--- src/rtl/adc_seq_pkg.sv ---
package adc_seq_pkg;
  localparam int CH_W     = 3;
  localparam int SLOTS    = 8;
  localparam int SAMPLE_W = 12;
  localparam int NARROW_W = 10;
  localparam int ENTRY_W  = CH_W + SAMPLE_W;
  localparam int LIST_W   = CH_W * SLOTS;
  localparam int IDX_W    = $clog2(SLOTS);
  localparam int DLY_W    = 8;

  typedef enum logic [1:0] {S_IDLE, S_CONV, S_GAP} seq_state_t;

  // channel number held in list slot idx
  function automatic logic [CH_W-1:0] slot_chan(input logic [LIST_W-1:0] list,
                                                input logic [IDX_W-1:0] idx);
    return list[idx*CH_W +: CH_W];
  endfunction

  // FIFO entry: channel above sample, optional narrowing of the sample
  function automatic logic [ENTRY_W-1:0] make_entry(input logic [CH_W-1:0] chan,
                                                    input logic [SAMPLE_W-1:0] data,
                                                    input logic narrow);
    logic [SAMPLE_W-1:0] keep;
    keep = '1;
    if (narrow) begin
      keep = '0;
      keep[NARROW_W-1:0] = '1;
    end
    return {chan, data & keep};
  endfunction
endpackage

--- src/rtl/adc_seq_tick.sv ---
module adc_seq_tick #(
  parameter int PRESCALE = 4
) (
  input  logic clk,
  input  logic rst_n,
  input  logic restart,
  input  logic run,
  output logic tick
);
  localparam int PW = (PRESCALE > 1) ? $clog2(PRESCALE) : 1;
  localparam logic [PW-1:0] LAST = PW'(PRESCALE - 1);

  logic [PW-1:0] cnt;

  always_ff @(posedge clk or negedge rst_n) begin
    if (!rst_n)                  cnt <= '0;
    else if (restart)            cnt <= '0;
    else if (run)                cnt <= (cnt == LAST) ? '0 : cnt + 1'b1;
  end

  assign tick = run && !restart && (cnt == LAST);
endmodule

--- src/rtl/adc_seq_ctrl.sv ---
module adc_seq_ctrl
  import adc_seq_pkg::*;
(
  input  logic                clk,
  input  logic                rst_n,
  input  logic [LIST_W-1:0]   chan_list,
  input  logic [IDX_W-1:0]    last_idx,
  input  logic                engine_en,
  input  logic                cont_en,
  input  logic [DLY_W-1:0]    delay,
  input  logic                start_stb,
  input  logic                stop_stb,
  input  logic                tick,
  input  logic                conv_done,
  output logic                conv_req,
  output logic [CH_W-1:0]     conv_chan,
  output logic                push,
  output logic                start_ok,
  output logic                in_gap,
  output logic                busy
);
  seq_state_t       state;
  logic [IDX_W-1:0] slot;
  logic [DLY_W-1:0] tick_cnt;
  logic             stop_pend;
  logic             last_slot;

  assign start_ok  = (state == S_IDLE) && start_stb && engine_en;
  assign conv_req  = (state == S_CONV);
  assign in_gap    = (state == S_GAP);
  assign busy      = (state != S_IDLE);
  assign conv_chan = slot_chan(chan_list, slot);
  assign push      = conv_req && conv_done;
  assign last_slot = (slot == last_idx);

  always_ff @(posedge clk or negedge rst_n) begin
    if (!rst_n) begin
      state     <= S_IDLE;
      slot      <= '0;
      tick_cnt  <= '0;
      stop_pend <= 1'b0;
    end else begin
      unique case (state)
        S_IDLE: if (start_ok) begin
          state     <= S_CONV;
          slot      <= '0;
          stop_pend <= 1'b0;
        end
        S_CONV: begin
          if (stop_stb) stop_pend <= 1'b1;
          if (conv_done) begin
            if (stop_pend || stop_stb || (last_slot && !cont_en)) begin
              state <= S_IDLE;
            end else begin
              state    <= S_GAP;
              slot     <= last_slot ? '0 : slot + 1'b1;
              tick_cnt <= '0;
            end
          end
        end
        S_GAP: begin
          if (stop_stb)                     state <= S_IDLE;
          else if (tick && tick_cnt == delay) state <= S_CONV;
          else if (tick)                    tick_cnt <= tick_cnt + 1'b1;
        end
        default: state <= S_IDLE;
      endcase
    end
  end

  p_busy_after_start_r3: assert property (@(posedge clk) disable iff (!rst_n)
    start_ok |=> busy) else $error("busy not raised after start");
  p_req_drop_after_done_r8: assert property (@(posedge clk) disable iff (!rst_n)
    push |=> !conv_req) else $error("request held after done");
  p_req_hold_r4: assert property (@(posedge clk) disable iff (!rst_n)
    (conv_req && !conv_done) |=> conv_req) else $error("request withdrawn early");
  p_stop_in_gap_r9: assert property (@(posedge clk) disable iff (!rst_n)
    (in_gap && stop_stb) |=> !busy) else $error("stop in gap not honoured");
endmodule

--- src/rtl/adc_seq_fifo.sv ---
module adc_seq_fifo #(
  parameter int W     = 15,
  parameter int DEPTH = 32
) (
  input  logic             clk,
  input  logic             rst_n,
  input  logic             push,
  input  logic [W-1:0]     wdata,
  input  logic             pop,
  input  logic             clr_ovf,
  output logic [W-1:0]     rdata,
  output logic [$clog2(DEPTH):0] level,
  output logic             full,
  output logic             empty,
  output logic             overflow
);
  localparam int AW = $clog2(DEPTH);

  logic [W-1:0]  mem [DEPTH];
  logic [AW-1:0] wptr, rptr;
  logic          push_ok, pop_ok;

  assign full    = (level == (AW+1)'(DEPTH));
  assign empty   = (level == '0);
  assign push_ok = push && !full;
  assign pop_ok  = pop && !empty;
  assign rdata   = empty ? '0 : mem[rptr];

  always_ff @(posedge clk) begin
    if (push_ok) mem[wptr] <= wdata;
  end

  always_ff @(posedge clk or negedge rst_n) begin
    if (!rst_n) begin
      wptr     <= '0;
      rptr     <= '0;
      level    <= '0;
      overflow <= 1'b0;
    end else begin
      if (push_ok) wptr <= wptr + 1'b1;
      if (pop_ok)  rptr <= rptr + 1'b1;
      level <= level + (AW+1)'(push_ok) - (AW+1)'(pop_ok);
      if (clr_ovf)            overflow <= 1'b0;
      else if (push && full)  overflow <= 1'b1;
    end
  end

  p_full_holds_r10: assert property (@(posedge clk) disable iff (!rst_n)
    (full && !pop) |=> full) else $error("full lost without a read");
  p_drop_sets_ovf_r11: assert property (@(posedge clk) disable iff (!rst_n)
    (full && push && !pop) |=> overflow) else $error("drop not flagged");
  p_ovf_sticky_r11: assert property (@(posedge clk) disable iff (!rst_n)
    (overflow && !clr_ovf) |=> overflow) else $error("overflow flag cleared");
  p_empty_read_r12: assert property (@(posedge clk) disable iff (!rst_n)
    (empty && pop && !push) |=> empty) else $error("read of empty FIFO moved it");
endmodule

--- src/rtl/adc_seq_top.sv ---
module adc_seq_top
  import adc_seq_pkg::*;
#(
  parameter int PRESCALE   = 4,
  parameter int FIFO_DEPTH = 32
) (
  input  logic                 clk,
  input  logic                 rst_n,
  input  logic                 cfg_engine_en,
  input  logic                 cfg_cont_en,
  input  logic                 cfg_ten_bit,
  input  logic [LIST_W-1:0]    cfg_chan_list,
  input  logic [IDX_W-1:0]     cfg_last_idx,
  input  logic [DLY_W-1:0]     cfg_delay,
  input  logic                 cfg_irq_en,
  input  logic [$clog2(FIFO_DEPTH)-1:0] cfg_irq_thresh,
  input  logic                 start_stb,
  input  logic                 stop_stb,
  output logic                 conv_req,
  output logic [CH_W-1:0]      conv_chan,
  input  logic                 conv_done,
  input  logic [SAMPLE_W-1:0]  conv_data,
  input  logic                 fifo_rd,
  output logic [ENTRY_W-1:0]   fifo_rdata,
  output logic [$clog2(FIFO_DEPTH)-1:0] fifo_count,
  output logic                 fifo_full,
  output logic                 fifo_empty,
  output logic                 fifo_overflow,
  output logic                 busy,
  output logic                 irq
);
  localparam int CW = $clog2(FIFO_DEPTH);

  logic          tick, push, start_ok, in_gap;
  logic [CW:0]   level;

  adc_seq_tick #(.PRESCALE(PRESCALE)) u_tick (
    .clk(clk), .rst_n(rst_n), .restart(!in_gap), .run(in_gap), .tick(tick));

  adc_seq_ctrl u_ctrl (
    .clk(clk), .rst_n(rst_n), .chan_list(cfg_chan_list), .last_idx(cfg_last_idx),
    .engine_en(cfg_engine_en), .cont_en(cfg_cont_en), .delay(cfg_delay),
    .start_stb(start_stb), .stop_stb(stop_stb), .tick(tick), .conv_done(conv_done),
    .conv_req(conv_req), .conv_chan(conv_chan), .push(push), .start_ok(start_ok),
    .in_gap(in_gap), .busy(busy));

  adc_seq_fifo #(.W(ENTRY_W), .DEPTH(FIFO_DEPTH)) u_fifo (
    .clk(clk), .rst_n(rst_n), .push(push),
    .wdata(make_entry(conv_chan, conv_data, cfg_ten_bit)),
    .pop(fifo_rd), .clr_ovf(start_ok), .rdata(fifo_rdata), .level(level),
    .full(fifo_full), .empty(fifo_empty), .overflow(fifo_overflow));

  assign fifo_count = level[CW-1:0];
  assign irq        = cfg_irq_en && (level >= {1'b0, cfg_irq_thresh});

  p_idle_no_req_r6: assert property (@(posedge clk) disable iff (!rst_n)
    !busy |-> !conv_req) else $error("request while idle");
endmodule

--- config.mk ---
export PLATFORM = sky130hd
export DESIGN_NAME = adc_seq_top
export DESIGN_NICKNAME = d
export VERILOG_FILES = /design/src/rtl/adc_seq_pkg.sv /design/src/rtl/adc_seq_tick.sv /design/src/rtl/adc_seq_ctrl.sv /design/src/rtl/adc_seq_fifo.sv /design/src/rtl/adc_seq_top.sv
export SDC_FILE = /design/constraint.sdc
export NUM_CORES = 1
export LEC_CHECK = 0
export CAP_MARGIN = 20
export CORE_MARGIN = 2
export CORE_UTILIZATION = 40
export CTS_CLUSTER_DIAMETER = 50
export CTS_CLUSTER_SIZE = 24
export DETAILED_ROUTE_END_ITERATION = 12
export DONT_BUFFER_PORTS = 1
export RECOVER_POWER = 100
export SYNTH_ARGS = -nofsm -noshare
export SYNTH_HDL_FRONTEND = slang
export SYNTH_SLANG_ARGS = --single-unit
export TNS_END_PERCENT = 50
--- constraint.sdc ---
create_clock -name clk -period 5.6 [get_ports clk]
set_clock_uncertainty 0.2 [all_clocks]
set_input_delay 0.84 -clock clk [delete_from_list [all_inputs] [get_ports clk]]
set_output_delay 0.84 -clock clk [all_outputs]
set_load 0.01 [all_outputs]
==> results of run 1 <==
## routing by layer
metal | up-vias | global-route usage | wire length [µm]
li1 | 4501 | - | -
met1 | 5477 | 0.267 | 21800
met2 | 396 | 0.270 | 21800
met3 | 61 | 0.0433 | 3760
met4 | 0 | 0.0474 | 933
met5 | - | 0 | 0
## path summary, 6_finish.rpt
check,start,endpoint,slack (ns)
setup / recovery,u_fifo.rptr[0],fifo_rdata[5],0.88
hold / removal,conv_data[0],u_fifo.mem[29][0],0.13
setup reg to reg,u_fifo.level[2],u_fifo.mem[8][13],1.41
hold reg to reg,u_tick.cnt[0],u_tick.cnt[0],0.25
max in group asynchronous,rst_n,u_fifo.rptr[1],2.57
min in group asynchronous,rst_n,u_fifo.rptr[4],1.19
## power by group
part | total, µW | internal, µW | switching [µW]
Clock | 3330 | 1700 | 1640
Combinational | 2960 | 1200 | 1750
Sequential | 4630 | 4370 | 261
Total | 10900 | 7270 | 3650
## state kept, by name, indices dropped and copies added, names as in the netlist
signal,cells
u_fifo.wptr,5
u_fifo.mem,480
u_fifo.overflow,1
u_ctrl.tick_cnt,8
u_ctrl.state,2
u_ctrl.slot,3
u_fifo.level,6
u_ctrl.stop_pend,1
u_tick.cnt,2
u_fifo.rptr,5
## stage by stage
stage                     power (µW)  hold slack (ns)
final                          10900            0.127
after global routing           11400            0.101
after CTS                      11000           0.0917
after detailed placement        7680            0.239
after global placement          7650            0.229
after floorplan                 6800            0.215
## area by class of cell
type	count	share of cell area
Multi-Input combinational cell	495	0.216
Clock inverter	36	0.0200
Inverter	19	0.00310
Clock buffer	47	0.0506
Sequential cell	513	0.662
Tap cell	680	0.0370
Antenna cell	1	0.000109
Timing Repair Buffer	49	0.0109
## logic make-up (layout without fill, tap and decap cells)
logic type / count (synthesis) / in the layout
AO/OA/AOI/OAI: 126 / 126
XOR/XNOR: 23 / 23
adder cells (fa/ha/maj): 23 / 23
buffers and inverters: 83 / 151
flip-flops: 513 / 513
multiplexers: 161 / 161
other: 0 / 1
AND/OR/NAND/NOR: 162 / 162
## placed cells by master (no fill, tap or decap), types with 7 or more instances in the layout
| master | instances |
|---|---|
| a211oi_1 | 15 |
| a21oi_1 | 24 |
| a22oi_1 | 32 |
| and3_1 | 17 |
| buf_4 | 12 |
| clkbuf_1 | 35 |
| clkbuf_16 | 46 |
| dfrtp_1 | 31 |
| edfxtp_1 | 480 |
| ha_1 | 22 |
| inv_1 | 19 |
| inv_8 | 11 |
| mux2i_1 | 61 |
| mux4_2 | 96 |
| nand2_1 | 50 |
| nand3_1 | 9 |
| nor2_1 | 45 |
| o21ai_0 | 7 |
| o221ai_1 | 15 |
| o22ai_1 | 15 |
| xnor2_1 | 19 |
==> impl_metrics.csv, run 1 <==
group,metric,value,unit
detailed_routing,wire_per_inst,26.3,µm
place,port_buffers,0,
finish,fin_nets,1208,
sta,setup-violations-final,0,
floorplanning,core_area,0.0512,mm²
logic_synthesis,synthTopCellsByCount,"480 x edfxtp_1, 96 x mux4_2, 61 x mux2i_1, 50 x nand2_1, 45 x nor2_1",
clock_network,cts_setup_buffers,0,
sta,fin_crit_sh,0.843,
finish,final_cell_area,0.0230,mm²
finish,area_growth,11.4,%
sta,setup_ws,0.877,ns
floorplanning,initial_core_util,0.404,
grt,grtUsageTotal,0.181,
place,dpl.hpwl,28.6,mm
sta,min_period,4.72,ns
logic_synthesis,synth_most_common_cell,"edfxtp_1",
finish,multiInputGateArea,0.00498,mm²
logic_synthesis,yosysWarningCount,0,
clock_network,cts-resized-gates,0,
place,gp_congestion,0.800,
setup_path,crit_chain,"buf_4 -> buf_4 -> mux2i_1 -> o221ai_1 -> a21oi_1 -> nand2_1 -> and3_1",
finish,final_core_util,0.450,
power_and_ir_drop,power-per-cell-area,474,mW/mm²
detailed_routing,vias,10400,
place,dp.cells,1754,
setup_path,path_common_cell,"buf_4",
logic_synthesis,synth_xor_area_frac,0.00975,
clock_network,cts_buffer_depth,3,
clock_network,path_clk_slew,0.08,ns
outcome,violations,"capacitance limit, slew limit",
clock_network,cts_hold_buf,2,
logic_synthesis,synth_mux_area_frac,0.136,
setup_path,worstPathRequired,4.56,ns
clock_network,cts_made_buffers,45,
detailed_routing,vias_per_cell,5.67,
detailed_routing,ant_nets,0,
floorplanning,die_h,231,µm
hold_path,min_path_cells,0,
floorplanning,die_w,231,µm
sta,tns,0,ns
logic_synthesis,syn_inst,1091,
logic_synthesis,syn-num-nets,1176,
grt,grt_pass1_wl,70.3,mm
clock_network,cts_tree,"built",
clock_network,numClockSinks,513,
setup_path,cp_slowest_cell,"dfrtp_2",
floorplanning,pin_count,91,
power_and_ir_drop,leakage,0.00749,µW
finish,regArea,0.0152,mm²
logic_synthesis,yosysTopAreaCell,"edfxtp_1",
clock_network,cts_root_buffer,"clkbuf_16",
logic_synthesis,synthArstFlopShare,0.0643,
sta,max_clock_freq,0.212,GHz
setup_path,crit_buf_inv,2,
setup_path,crit_arrival,3.68,ns
grt,antenna_found_initial,0,
setup_path,path_delay_family,"flip-flops",
logic_synthesis,synth_top_area_share,0.698,
logic_synthesis,ys_ff_latch,513,
setup_path,path_max_fanout,32,
place,dpl_cell_area,0.0215,mm²
sta,final_max_slew_viol_count,133,
sta,relSlewSlack,-1.02,
sta,finalHoldViolCount,0,
logic_synthesis,synth-simple-area-share,0.0379,
logic_synthesis,syn_area,0.0207,mm²
logic_synthesis,synth_edf_count,480,
detailed_routing,wl,48.4,mm
sta,rsz0062_at_grt,"false",
detailed_routing,drt-initial-drc-count,1137,
power_and_ir_drop,peakVddDrop,233,µV
setup_path,path_class,"register to output pin",
logic_synthesis,synth-compound-area-share,0.0428,
finish,fillCellCount,4363,
setup_path,cpPeakStageDelay,1.11,ns
logic_synthesis,ys_types,55,
floorplanning,die-area,0.0535,mm²
finish,fin_cells,1840,
logic_synthesis,synth_top_family_by_area,"multiplexers",
place,dpl_worst_slack,1.71,ns
sta,max_slew.worst_pin.slew,3.02,ns
setup_path,reg2reg_depth,7,
outcome,status,"complete, but fails checks",
grt,grt_max_degree,60,
clock_network,clkLatencyLatePin,0.61,ns
job,maxCapViolations,5,
logic_synthesis,synthAdderAreaFrac,0.0143,
setup_path,endpoint_kind,"output pin",
setup_path,cp.depth,7,
floorplanning,rows,83,
logic_synthesis,ys.flop_type,"edfxtp_1",
grt,grt_pass1_vias,10400,
logic_synthesis,ys_top_cells_by_area,"edfxtp_1 70%, mux4_2 10%, dfrtp_1 4.0%",
detailed_routing,drt-pass1-iter-count,5,
logic_synthesis,avgSynthCellArea,18.9,µm²
detailed_routing,drc_errors,0,
clock_network,h-tree-depth,2,
setup_path,critical_path.startpoint_type,"register",
grt,overflow,0,
finish,final_layout_size_suffix_gt1_frac,0.171,
hold_path,min_path_type,"input pin to register",
logic_synthesis,ys_seq_area_frac,0.738,
No activity file was read; power rests on OpenSTA's default activity.
==> run 2, diff against run 1 <==
- clock period: 5.6 -> 4.5 ns (I/O delays scaled with it)
==> impl_metrics.csv, run 2 (synthesis results as in run 1) <==
group,metric,value,unit
outcome,status,"complete, but fails checks",
outcome,violations,"capacitance limit, slew limit",
clock_network,cts_root_buffer,"clkbuf_16",
sta,setup-violations-final,0,
sta,max_clock_freq,0.247,GHz
setup_path,startpoint,"u_fifo.rptr[0]",
sta,max_slew.worst_pin.slew,1.97,ns
place,dpl.hpwl,27.3,mm
sta,whs,0.0723,ns
floorplanning,die_h,231,µm
floorplanning,core_area,0.0512,mm²
power_and_ir_drop,peakVddDrop,321,µV
detailed_routing,vias_per_cell,5.63,
floorplanning,initial_core_util,0.404,
setup_path,path_delay_family,"buffers and inverters",
clock_network,cts_setup_buffers,0,
setup_path,cp_slowest_cell,"mux4_2",
clock_network,cts_made_buffers,44,
hold_path,min_path_type,"input pin to register",
finish,top_regs,"u_fifo.mem x480, u_ctrl.tick_cnt x8, u_fifo.level x6",
power_and_ir_drop,power-per-cell-area,588,mW/mm²
detailed_routing,wire_per_inst,25.5,µm
setup_path,cpPeakStageDelay,0.56,ns
detailed_routing,drc_errors,0,
setup_path,path_max_fanout,58,
power_and_ir_drop,combPwrFrac,0.273,
detailed_routing,wl,47.3,mm
detailed_routing,ant_nets,0,
power_and_ir_drop,p_int,9200,µW
setup_path,endpoint_kind,"output pin",
detailed_routing,wl_met3,3.58,mm
job,maxCapViolations,12,
place,gp_congestion,0.750,
grt,grtUsageTotal,0.179,
floorplanning,pin_count,91,
detailed_routing,drt-initial-drc-count,767,
finish,final_layout_size_suffix_gt1_frac,0.170,
finish,fin_nets,1223,
setup_path,crit_chain,"buf_6 -> buf_12 -> mux4_2 -> a211oi_1 -> nand2_1 -> and3_1",
setup_path,crit_buf_inv,2,
detailed_routing,top_layer,"met4",
clock_network,cts_buffer_depth,3,
power_and_ir_drop,clkPwrFrac,0.304,
sta,finalHoldViolCount,0,
floorplanning,rows,83,
power_and_ir_drop,netSwitchingFraction,0.324,
sta,relSlewSlack,-0.314,
detailed_routing,met1Wirelength,20.9,mm
grt,grt_max_degree,59,
sta,fin_crit_sh,0.901,
finish,largest_register_ffs,480,
clock_network,numClockSinks,513,
power_and_ir_drop,leakage,0.00752,µW
grt,grt_pass1_wl,69.7,mm
clock_network,clkLatencyLatePin,0.59,ns
setup_path,crit_arrival,3.18,ns
sta,final_max_slew_viol_count,397,
finish,fillCellCount,4343,
clock_network,h-tree-depth,2,
floorplanning,die-area,0.0535,mm²
grt,overflow,0,
setup_path,r2r_start,"u_fifo.level[2]",
detailed_routing,vias,10500,
power_and_ir_drop,switching_power,4410,µW
power_and_ir_drop,sequentialPowerShare,0.422,
place,port_buffers,0,
finish,max_flop_register,"u_fifo.mem",
hold_path,min-delay-start,"stop_stb",
finish,area_growth,11.9,%
clock_network,cts-resized-gates,0,
clock_network,path_clk_slew,0.07,ns
setup_path,critical_path.startpoint_type,"register",
floorplanning,die_w,231,µm
detailed_routing,wl_met2,21.9,mm
setup_path,path_class,"register to output pin",
finish,final_cell_mix,"480 x edfxtp_1, 96 x mux4_2, 61 x mux2i_1",
finish,layout_commonest_cell,"edfxtp_1",
grt,antenna_found_initial,3,
grt,grt_pass1_vias,10500,
sta,tns,0,ns
clock_network,cts_tree,"built",
sta,min_period,4.06,ns
clock_network,cts_hold_buf,13,
sta,rsz0062_at_grt,"false",
detailed_routing,drt-pass1-iter-count,5,
setup_path,worstPathRequired,3.62,ns
[run 2: cell count changes in the layout (fill, tap and decap cells not counted), sizes merged]
cell | previous run | this run
clkbuf | 82 | 96
clkinvlp | 1 | 2
dlygate4sd3 | 1 | 2
inv | 41 | 35
buf | 13 | 15
diode | 1 | 3
bufinv | 1 | 4
[run 2: power by group through the flow]
stage / Combinational (µW) / Clock (µW) / Sequential, µW
2_1_floorplan: 2850 / 0 / 5610
3_3_place_gp: 3680 / 0 / 5840
3_5_place_dp: 3710 / 0 / 5850
4_1_cts: 3800 / 4230 / 5740
5_1_grt: 4020 / 4400 / 5770
6_report: 3720 / 4140 / 5740
[run 2: worst paths after layout]
check,endpoint,slack [ns],depth (start not counted)
worst max-delay path,fifo_rdata[12],0.44,6
worst min-delay path,u_ctrl.stop_pend,0.07,2
worst max register to register,u_fifo.mem[11][11],0.66,7
worst min register to register,u_tick.cnt[0],0.26,1
max in group asynchronous,u_fifo.rptr[0],1.67,2
min in group asynchronous,u_fifo.wptr[0],1.03,2
[run 2: cell type report]
type | instances | area, µm² | area share
Inverter | 19 | 71.3 | 0.00308
Clock inverter | 34 | 459 | 0.0199
Clock buffer | 48 | 1150 | 0.0496
Sequential cell | 513 | 15200 | 0.659
Tap cell | 680 | 851 | 0.0368
Timing Repair Buffer | 65 | 367 | 0.0158
Multi-Input combinational cell | 495 | 4980 | 0.215
Antenna cell | 3 | 7.51 | 0.000325
[run 2: per-layer routing]
metal,vias to the layer above,track usage
li1,4527,-
met4,0,0.0534
met2,380,0.276
met3,65,0.0417
met1,5482,0.254
met5,-,0
[run 2: worst register-to-register path, stage by stage, from the launching register on]
cell and delay, ns:
dfrtp_1 0.45, inv_1 0.10, ha_1 0.22, and3_1 0.22, nor2_1 0.63, nand2_1 0.44
nor2_1 0.70, clkbuf_1 0.50
[run 2: per-stage QoR]
stage	std cells	total power [µW]	worst slack [ns]	cell area, µm²	utilization
2_1_floorplan	1091	8460	1.83	20700	-
3_3_place_gp	1758	9520	1.13	21600	0.422
3_5_place_dp	1758	9550	1.13	21600	0.422
4_1_cts	1853	13800	0.555	23500	0.458
5_1_grt	1854	14200	0.232	23100	0.452
6_report	1857	13600	0.444	23100	0.452
==> run 3, diff against run 2 <==
- CORE_MARGIN: 2 -> not set
- GPL_ROUTABILITY_DRIVEN: not set -> 1
==> impl_metrics.csv, run 3 (synthesis results as in run 1) <==
group,metric,value,unit
clock_network,cts_root_buffer,"clkbuf_16",
place,dpl_worst_slack,1.02,ns
setup_path,path_delay_family,"flip-flops",
sta,relSlewSlack,-0.384,
power_and_ir_drop,power-per-cell-area,573,mW/mm²
setup_path,path_common_cell,"buf_12",
setup_path,cpPeakStageDelay,0.73,ns
clock_network,cts_setup_buffers,0,
grt,grt_max_degree,94,
place,dpl.hpwl,28.9,mm
finish,multiInputGateArea,0.00498,mm²
detailed_routing,drc_errors,0,
floorplanning,core_area,0.0506,mm²
grt,met2_usage,0.306,
grt,antenna_found_initial,1,
finish,largest_register_ffs,480,
setup_path,crit_chain,"buf_12 -> buf_12 -> mux4_2 -> a22oi_1 -> nand2_1 -> and3_1",
detailed_routing,drt-initial-drc-count,991,
sta,rsz0062_at_grt,"false",
detailed_routing,wire_per_inst,26.7,µm
grt,grt_util_met3,0.0375,
place,gp_congestion,0.757,
detailed_routing,drt-pass1-iter-count,5,
outcome,violations,"capacitance limit, slew limit",
clock_network,cts_hold_buf,13,
finish,max_flop_register,"u_fifo.mem",
detailed_routing,vias_per_cell,5.71,
finish,fillCellCount,4260,
finish,final_cell_mix,"480 x edfxtp_1, 96 x mux4_2, 61 x mux2i_1",
floorplanning,die_w,229,µm
setup_path,crit_buf_inv,2,
clock_network,clkLatencyLatePin,0.58,ns
grt,gr-usage-met1,0.265,
setup_path,critical_path.startpoint_type,"register",
floorplanning,initial_core_util,0.409,
place,port_buffers,0,
finish,final_core_util,0.451,
setup_path,endpoint_kind,"output pin",
finish,final_layout_size_suffix_gt1_frac,0.163,
clock_network,numClockSinks,513,
floorplanning,rows,82,
sta,finalHoldViolCount,0,
sta,final_max_slew_viol_count,412,
sta,max_clock_freq,0.244,GHz
setup_path,path_class,"register to output pin",
setup_path,worstPathRequired,3.62,ns
clock_network,cts-resized-gates,0,
sta,setup_ws,0.396,ns
finish,diodes,0,
detailed_routing,wl,49.1,mm
clock_network,h-tree-depth,2,
floorplanning,die-area,0.0526,mm²
clock_network,path_clk_slew,0.07,ns
detailed_routing,vias,10500,
power_and_ir_drop,peakVddDrop,401,µV
grt,overflow,0,
grt,grt_pass1_wl,71.9,mm
clock_network,cts_made_buffers,39,
finish,area_growth,10.5,%
setup_path,cp_slowest_cell,"dfrtp_4",
sta,setup-violations-final,0,
sta,tns,0,ns
setup_path,path_max_fanout,35,
sta,max_slew.worst_pin.slew,2.08,ns
grt,busiest_layer,"met2",
clock_network,cts_tree,"built",
finish,layout_commonest_cell,"edfxtp_1",
hold_path,min_path_type,"input pin to register",
grt,grt_pass1_vias,10400,
floorplanning,die_h,229,µm
place,dpl_cell_area,0.0216,mm²
clock_network,cts_buffer_depth,3,
setup_path,crit_arrival,3.23,ns
finish,final_cell_area,0.0228,mm²
power_and_ir_drop,leakage,0.00740,µW
job,maxCapViolations,15,
finish,fin_nets,1218,
sta,min_period,4.10,ns
sta,whs,0.0682,ns
outcome,status,"complete, but fails checks",
floorplanning,pin_count,91,
detailed_routing,ant_nets,0,
grt,grtUsageTotal,0.190,
finish,regArea,0.0152,mm²
finish,top_regs,"u_fifo.mem x480, u_ctrl.tick_cnt x8, u_fifo.level x6",
sta,fin_crit_sh,0.912,
run 3: cell count changes in the layout (fill, tap and decap cells not counted), moves of 2 or more:
| cell | change |
|---|---|
| diode_2 | -3 |
| clkinv_2 | +2 |
| bufinv_16 | -3 |
| inv_6 | -6 |
| clkinv_4 | -4 |
| inv_8 | +6 |
| clkbuf_16 | -6 |
run 3: report_power, final:
part / internal (µW) / switching (µW) / total, µW
clock: 1790 / 1850 / 3640
sequential: 5440 / 266 / 5710
combinational: 1540 / 2200 / 3740
total: 8780 / 4320 / 13100
run 3: final cells by class:
class                   instances  area share
clock buffers                  42      0.0437
clock inverters                28      0.0147
inverters                      19     0.00312
multi-input cells             495       0.218
flip-flops and latches        513       0.668
well taps                     672      0.0368
repair buffers                 65      0.0159
run 3: per-stage QoR:
stage	power, µW	cells
after floorplan	8460	1091
after global placement	9510	1751
after detailed placement	9560	1751
after CTS	13300	1834
after global routing	13700	1834
final	13100	1834
run 3: routing by layer:
metal	share of wire	vias up
met5	0	-
met4	0.018	0
met3	0.077	50
met2	0.49	402
met1	0.42	5508
li1	-	4511
run 3: worst paths after layout:
path / start / endpoint / slack, ns / cells past startpoint
min in group asynchronous: rst_n / u_fifo.wptr[1] / 1.08 / 2
hold reg to reg: u_tick.cnt[0] / u_tick.cnt[0] / 0.26 / 1
setup reg to reg: u_fifo.level[2] / u_fifo.mem[26][12] / 0.63 / 7
hold / removal: stop_stb / u_ctrl.stop_pend / 0.07 / 2
setup / recovery: u_fifo.rptr[0] / fifo_rdata[3] / 0.40 / 6
max in group asynchronous: rst_n / u_fifo.rptr[1] / 1.56 / 2
run 3: worst register-to-register path, delay by kind of cell, from the launching register on:
kind / cells / cell delay (ns)
simple gates: 4 / 1.32
buf+inv: 2 / 1.24
flops: 1 / 0.46
fa+ha+maj: 1 / 0.23
